`config.mk`:
```
export PLATFORM = sky130hd
export DESIGN_NAME = perf_counter_pair
export DESIGN_NICKNAME = d
export VERILOG_FILES = /design/src/rtl/perf_pkg.sv /design/src/rtl/perf_evt_decode.sv /design/src/rtl/perf_cnt_reg.sv /design/src/rtl/perf_ctrl_reg.sv /design/src/rtl/perf_counter_pair.sv
export SDC_FILE = /design/constraint.sdc
export NUM_CORES = 1
export LEC_CHECK = 0
export ABC_AREA = 1
export BUFFER_PORTS_ARGS = -buffer_cell sky130_fd_sc_hd__buf_4
export CAP_MARGIN = 20
export CELL_PAD_IN_SITES_DETAIL_PLACEMENT = 0
export CELL_PAD_IN_SITES_GLOBAL_PLACEMENT = 1
export CORE_ASPECT_RATIO = 0.7
export CORE_UTILIZATION = 42
export CTS_BUF_LIST = sky130_fd_sc_hd__clkbuf_4 sky130_fd_sc_hd__clkbuf_8
export DETAILED_ROUTE_END_ITERATION = 10
export PLACE_DENSITY_LB_ADDON = 0.1
export SLEW_MARGIN = 15
export SYNTH_ARGS = -nofsm -noshare
export SYNTH_HDL_FRONTEND = slang
export SYNTH_SLANG_ARGS = --single-unit
```
`constraint.sdc`:
```
create_clock -name clk_i -period 2.05 [get_ports clk_i]
set_input_delay 0.3075 -clock clk_i [delete_from_list [all_inputs] [get_ports clk_i]]
set_output_delay 0.3075 -clock clk_i [all_outputs]
set_load 0.03 [all_outputs]
```
`src/rtl/perf_pkg.sv`:
```
package perf_pkg;
  localparam int EVT_W  = 7;
  localparam int SEL_W  = 5;
  localparam int CTRL_W = 32;

  // strobe bit positions on evt_i
  localparam int STB_CYCLE   = 0;
  localparam int STB_ISSUE   = 1;
  localparam int STB_BRANCH  = 2;
  localparam int STB_DONE    = 3;
  localparam int STB_DONE_ND = 4;
  localparam int STB_DONE_CP = 5;
  localparam int STB_DONE_LS = 6;

  typedef enum logic [SEL_W-1:0] {
    EV_OFF     = 5'd0,
    EV_CYCLE   = 5'd1,
    EV_ISSUE   = 5'd2,
    EV_BRANCH  = 5'd3,
    EV_DONE    = 5'd12,
    EV_DONE_ND = 5'd13,
    EV_DONE_CP = 5'd14,
    EV_DONE_LS = 5'd15,
    EV_STOP    = 5'd16
  } evt_code_e;

  localparam int SUB_CTRL = 0;
  localparam int SUB_CNT0 = 1;
  localparam int SUB_CNT1 = 3;

  typedef struct packed {
    logic             gbl_en;
    logic [15:0]      rsvd;
    logic [SEL_W-1:0] sel1;
    logic             en1;
    logic [SEL_W-1:0] sel0;
    logic [3:0]       en0;
  } ctrl_t;

  localparam logic [CTRL_W-1:0] CTRL_MASK = 32'h8000_7FFF;
endpackage

```
`src/rtl/perf_evt_decode.sv`:
```
module perf_evt_decode
  import perf_pkg::*;
(
  input  logic [SEL_W-1:0] sel_i,
  input  logic [EVT_W-1:0] stb_i,
  output logic             hit_o
);
  always_comb begin
    unique case (sel_i)
      EV_CYCLE:   hit_o = stb_i[STB_CYCLE];
      EV_ISSUE:   hit_o = stb_i[STB_ISSUE];
      EV_BRANCH:  hit_o = stb_i[STB_BRANCH];
      EV_DONE:    hit_o = stb_i[STB_DONE];
      EV_DONE_ND: hit_o = stb_i[STB_DONE_ND];
      EV_DONE_CP: hit_o = stb_i[STB_DONE_CP];
      EV_DONE_LS: hit_o = stb_i[STB_DONE_LS];
      default:    hit_o = 1'b0; // off, uncounted, stop, reserved
    endcase
  end
endmodule

```
`src/rtl/perf_cnt_reg.sv`:
```
module perf_cnt_reg #(
  parameter int W = 32
) (
  input  logic         clk_i,
  input  logic         rst_ni,
  input  logic         wr_i,
  input  logic [W-1:0] wdata_i,
  input  logic         inc_i,
  output logic [W-1:0] q_o
);
  always_ff @(posedge clk_i or negedge rst_ni) begin
    if (!rst_ni)    q_o <= '0;
    else if (wr_i)  q_o <= wdata_i;  // write wins over a same-cycle event
    else if (inc_i) q_o <= q_o + 1'b1;
  end
endmodule

```
`src/rtl/perf_ctrl_reg.sv`:
```
module perf_ctrl_reg
  import perf_pkg::*;
(
  input  logic              clk_i,
  input  logic              rst_ni,
  input  logic              wr_i,
  input  logic [CTRL_W-1:0] wdata_i,
  output ctrl_t             q_o
);
  always_ff @(posedge clk_i or negedge rst_ni) begin
    if (!rst_ni)   q_o <= '0;
    else if (wr_i) q_o <= ctrl_t'(wdata_i & CTRL_MASK);
  end
endmodule

```
`src/rtl/perf_counter_pair.sv`:
```
module perf_counter_pair
  import perf_pkg::*;
#(
  parameter int CNT_W = 32,
  parameter int SUB_W = 6
) (
  input  logic             clk_i,
  input  logic             rst_ni,
  input  logic [EVT_W-1:0] evt_i,
  input  logic             erl_i,
  input  logic             acc_en_i,
  input  logic             acc_we_i,
  input  logic [SUB_W-1:0] acc_sel_i,
  input  logic [CNT_W-1:0] acc_wdata_i,
  output logic [CNT_W-1:0] acc_rdata_o,
  output logic [1:0]       ovf_req_o
);
  localparam int NUM_CNT = 2;

  ctrl_t              ctrl_q;
  logic [CTRL_W-1:0]  ctrl_word;
  logic [CNT_W-1:0]   cnt_q [NUM_CNT];
  logic               wr_ctrl;

  assign ctrl_word = ctrl_q;
  assign wr_ctrl   = acc_en_i && acc_we_i && (acc_sel_i == SUB_W'(SUB_CTRL));

  perf_ctrl_reg u_ctrl (
    .clk_i   (clk_i),
    .rst_ni  (rst_ni),
    .wr_i    (wr_ctrl),
    .wdata_i (acc_wdata_i[CTRL_W-1:0]),
    .q_o     (ctrl_q)
  );

  for (genvar i = 0; i < NUM_CNT; i++) begin : g_cnt
    localparam int MY_SUB = (i == 0) ? SUB_CNT0 : SUB_CNT1;
    logic [SEL_W-1:0] sel;
    logic             en;
    logic             hit;
    logic             wr;

    if (i == 0) begin : g_en0
      assign sel = ctrl_q.sel0;
      assign en  = |ctrl_q.en0;
    end else begin : g_en1
      assign sel = ctrl_q.sel1;
      assign en  = ctrl_q.en1;
    end

    assign wr = acc_en_i && acc_we_i && (acc_sel_i == SUB_W'(MY_SUB));

    perf_evt_decode u_dec (
      .sel_i (sel),
      .stb_i (evt_i),
      .hit_o (hit)
    );

    perf_cnt_reg #(.W(CNT_W)) u_cnt (
      .clk_i   (clk_i),
      .rst_ni  (rst_ni),
      .wr_i    (wr),
      .wdata_i (acc_wdata_i),
      .inc_i   (en && hit),
      .q_o     (cnt_q[i])
    );

    // level request, held while MSB stays set
    assign ovf_req_o[i] = cnt_q[i][CNT_W-1] && ctrl_q.gbl_en && erl_i;
  end

  always_comb begin
    if (acc_sel_i == SUB_W'(SUB_CTRL))      acc_rdata_o = CNT_W'(ctrl_word);
    else if (acc_sel_i == SUB_W'(SUB_CNT0)) acc_rdata_o = cnt_q[0];
    else if (acc_sel_i == SUB_W'(SUB_CNT1)) acc_rdata_o = cnt_q[1];
    else                                    acc_rdata_o = '0;
  end
endmodule

```
==> results.py <==
metrics = {
    "yosys": {
        "synth_nets": 1075,
        "async_flop_share": 1.00,
        "yosysTopAreaCell": "dfrtp_1",
        "ys_ff_latch": 80,
        "synthFlopType": "dfrtp_1",
        "ys_seq_area_frac": 0.324,
        "synth_top_area_share": 0.324,
        "synthesis.area_sq_um": 6180,
        "avgSynthCellArea_sq_um": 6.04,
        "ys_types": 29,
        "yosys_warnings": 0,
        "synth_edf_count": 0,
        "syn_inst": 1023,
        "ys_top_cells_by_area": "dfrtp_1, nand2_1, nand3_1",
    },
    "grt": {
        "grt_pass1_wl_mm": 36.3,
        "grt_usage": 0.313,
        "grt_max_degree": 41,
        "antenna_found_initial": 0,
        "grt_remaining_overflow": 0,
        "grt_pass1_vias": 6370,
    },
    "hold_path": {
        "hp-class": "in2reg",
        "min_from": "acc_wdata_i[26]",
        "whs_path_depth": 3,
        "worstHoldEndpoint": "g_cnt[0].u_cnt.q_o[26]$_DFFE_PN0P_",
    },
    "setup_path": {
        "cp-end-kind": "output pin",
        "critical_path.max_stage_delay_ns": 0.31,
        "cp.required_ns": 1.74,
        "cp_top_family": "buffers and inverters",
        "r2r_start": "g_cnt[0].u_cnt.q_o[1]$_DFFE_PN0P_",
        "arrival_ns": 1.67,
        "worst_path_most_repeated_cell": "buf_4",
        "crit_path_max_fanout": 24,
        "path_cells": "buf_4, inv_1, nand2_1, inv_1, nand4_1, buf_4, o221ai_1, buf_4",
        "r2r_slack_ns": 0.20,
        "critPathSlowestCell": "o221ai_1",
        "critPathKind": "in2out",
        "rr_worst_depth": 10,
        "critPathLaunchType": "input pin",
        "crit_buf_inv": 5,
        "r2r_end": "g_cnt[0].u_cnt.q_o[22]$_DFFE_PN0P_",
    },
    "layout": {
        "diodes": 0,
        "multi_input_area_sq_um": 3620,
        "fin_area_sq_um": 7270,
        "area.growth.synth_to_final_pct": 17.6,
        "fillers": 1565,
        "fin_nets": 1155,
        "regArea_sq_um": 2000,
        "drive_gt1_frac": 0.127,
    },
    "route": {
        "route.met3.wl_mm": 2.27,
        "ant_nets": 0,
        "dr.pass1.iters": 5,
        "topRoutingLayerUsed": "met4",
        "via_count": 6859,
        "routed_wl_mm": 22.9,
        "wl_met1_mm": 11.2,
        "wl_per_cell_um": 17.7,
        "met2_length_mm": 9.12,
        "drt_iter0_drc": 652,
        "post-route-drc-count": 0,
        "viasPerCell": 5.28,
    },
    "pwr": {
        "pwr-share-clk": 0.202,
        "total_power_w": 0.00559,
        "p_comb_frac": 0.346,
        "p_int_w": 0.00320,
        "swShare": 0.428,
        "p_sw_w": 0.00240,
        "power.density_nw_per_um2": 769,
        "p_seq_frac": 0.452,
        "p_leak_nw": 3.39,
        "irDropWorstVdd_mv": 0.430,
    },
    "timing": {
        "setup_viol": 0,
        "rsz0062_at_grt": "no",
        "fin_crit_ns": 1.98,
        "setup_tns_ns": 0,
        "fmax_mhz": 505,
        "worstMarginPinSlew_ns": 0.628,
        "relSlewSlack": 0.581,
        "finalCritPeriodShare": 0.966,
        "drv_slew": 0,
        "hold_viol": 0,
        "fin_skew_ns": 0.0123,
    },
    "die": {
        "ios": 84,
        "design.die.area_sq_um": 15200,
        "fp.dieH_um": 104,
        "rows": 36,
        "start_util": 0.437,
        "core-area_sq_um": 14100,
        "die_x_um": 147,
    },
    "cts": {
        "cts.sinks": 80,
        "postCtsSetupBuffers": 0,
        "clock_path_buffers": 2,
        "cts_buffers": 9,
        "cts-root-buf": "clkbuf_8",
        "cts.clk_slew.worst_paths_ns": 0.09,
        "clk_latency_ns": 0.37,
        "cts_tree": "built",
        "htree_num_levels": 3,
    },
    "placement": {
        "gp_congestion": 0.903,
        "place_area_sq_um": 7080,
        "io_buffers": 83,
        "dp_hpwl_mm": 18.3,
    },
    "job": {
        "max_cap_viol_count": 0,
    },
    "outcome": {
        "outcome": "complete, no violations",
    },
}
cells in the mapped netlist, types with 9 or more instances:
cell type and instances:
o21ai_0 21, clkbuf_1 15, nand2_1 415, o22ai_1 13
o221ai_1 15, dfrtp_1 80, nor2_1 104, nand3_1 124
inv_1 99, buf_2 11, o21ai_1 47, inv_2 9
a21oi_1 10, xor2_1 17
worst max path at each step:
stage	slack, ns	end	startpoint	depth (start not counted)
3_5_place_dp	0.12	acc_rdata_o[14]	acc_sel_i[2]	8
5_1_grt	0.003	acc_rdata_o[14]	acc_sel_i[2]	8
2_1_floorplan	0.17	acc_rdata_o[10]	acc_sel_i[2]	6
3_3_place_gp	0.12	acc_rdata_o[14]	acc_sel_i[2]	8
6_report	0.07	acc_rdata_o[13]	acc_sel_i[2]	8
4_1_cts	0.12	acc_rdata_o[14]	acc_sel_i[2]	8
worst min-delay path, stage by stage:
cell and delay (ns):
buf_4 0.09, nand2_1 0.05, nand3_1 0.07
flip-flops by register name, indices dropped and copies added, names as in the netlist:
| signal | flops |
|---|---|
| u_ctrl.q_o | 16 |
| g_cnt.u_cnt.q_o | 64 |
layout by cell type (no fill, tap or decap), types with 5 or more instances in the layout:
cell type | netlist | layout
nand3b_1 | 5 | 5
nand3_1 | 124 | 124
inv_2 | 9 | 9
nor2_2 | 4 | 5
nand2_1 | 415 | 415
o221ai_1 | 15 | 15
o21ai_0 | 21 | 21
o21ai_1 | 47 | 47
nor2_1 | 104 | 103
o22ai_1 | 13 | 13
clkbuf_8 | 0 | 10
buf_4 | 6 | 95
dfrtp_1 | 80 | 80
a21oi_1 | 10 | 10
xor2_1 | 17 | 17
buf_12 | 0 | 5
inv_1 | 99 | 99
stage by stage:
stage	hold WS (ns)	cells	utilization	setup WS (ns)
global route	0.191	1298	0.514	0.00320
global placement	0.271	1281	0.500	0.118
detailed placement	0.276	1281	0.500	0.120
CTS	0.166	1298	0.514	0.120
floorplan	0.0119	1023	-	0.166
finish	0.171	1298	0.514	0.0692
cell families (layout without fill, tap and decap cells):
logic type | Yosys count | in the layout | share of synthesized area
compound gates | 109 | 109 | 0.101
xor+xnor | 19 | 19 | 0.0269
fa+ha+maj | 2 | 2 | 0.00405
buf+inv | 140 | 225 | 0.0909
flops | 80 | 80 | 0.324
mux | 2 | 2 | 0.00364
simple gates | 671 | 671 | 0.450
per-layer routing:
| layer | GRT usage | vias to the layer above |
|---|---|---|
| met1 | 0.480 | 3118 |
| met5 | 0 | - |
| met3 | 0.0749 | 29 |
| li1 | - | 3434 |
| met4 | 0.0633 | 0 |
| met2 | 0.437 | 278 |
power groups by stage:
stage / Sequential (W) / Combinational [W] / Clock [W]
global placement: 0.00254 / 0.00190 / 0
global route: 0.00260 / 0.00217 / 0.00121
finish: 0.00253 / 0.00193 / 0.00113
detailed placement: 0.00253 / 0.00189 / 0
floorplan: 0.00235 / 0.00131 / 0
CTS: 0.00251 / 0.00190 / 0.00117
layout make-up:
| type | count | share of cell area |
|---|---|---|
| Clock buffer | 12 | 0.0210 |
| Clock inverter | 4 | 0.00396 |
| Inverter | 108 | 0.0557 |
| Multi-Input combinational cell | 803 | 0.498 |
| Sequential cell | 80 | 0.275 |
| Tap cell | 190 | 0.0327 |
| Timing Repair Buffer | 101 | 0.113 |
repair_timing:
item	4_1_cts	5_1_grt
endpoints found under the hold margin	27	0
resized for setup	0	1
hold buffers	1	0
endpoints found under the setup margin	0	2
Power figures use the tool's default switching activity.
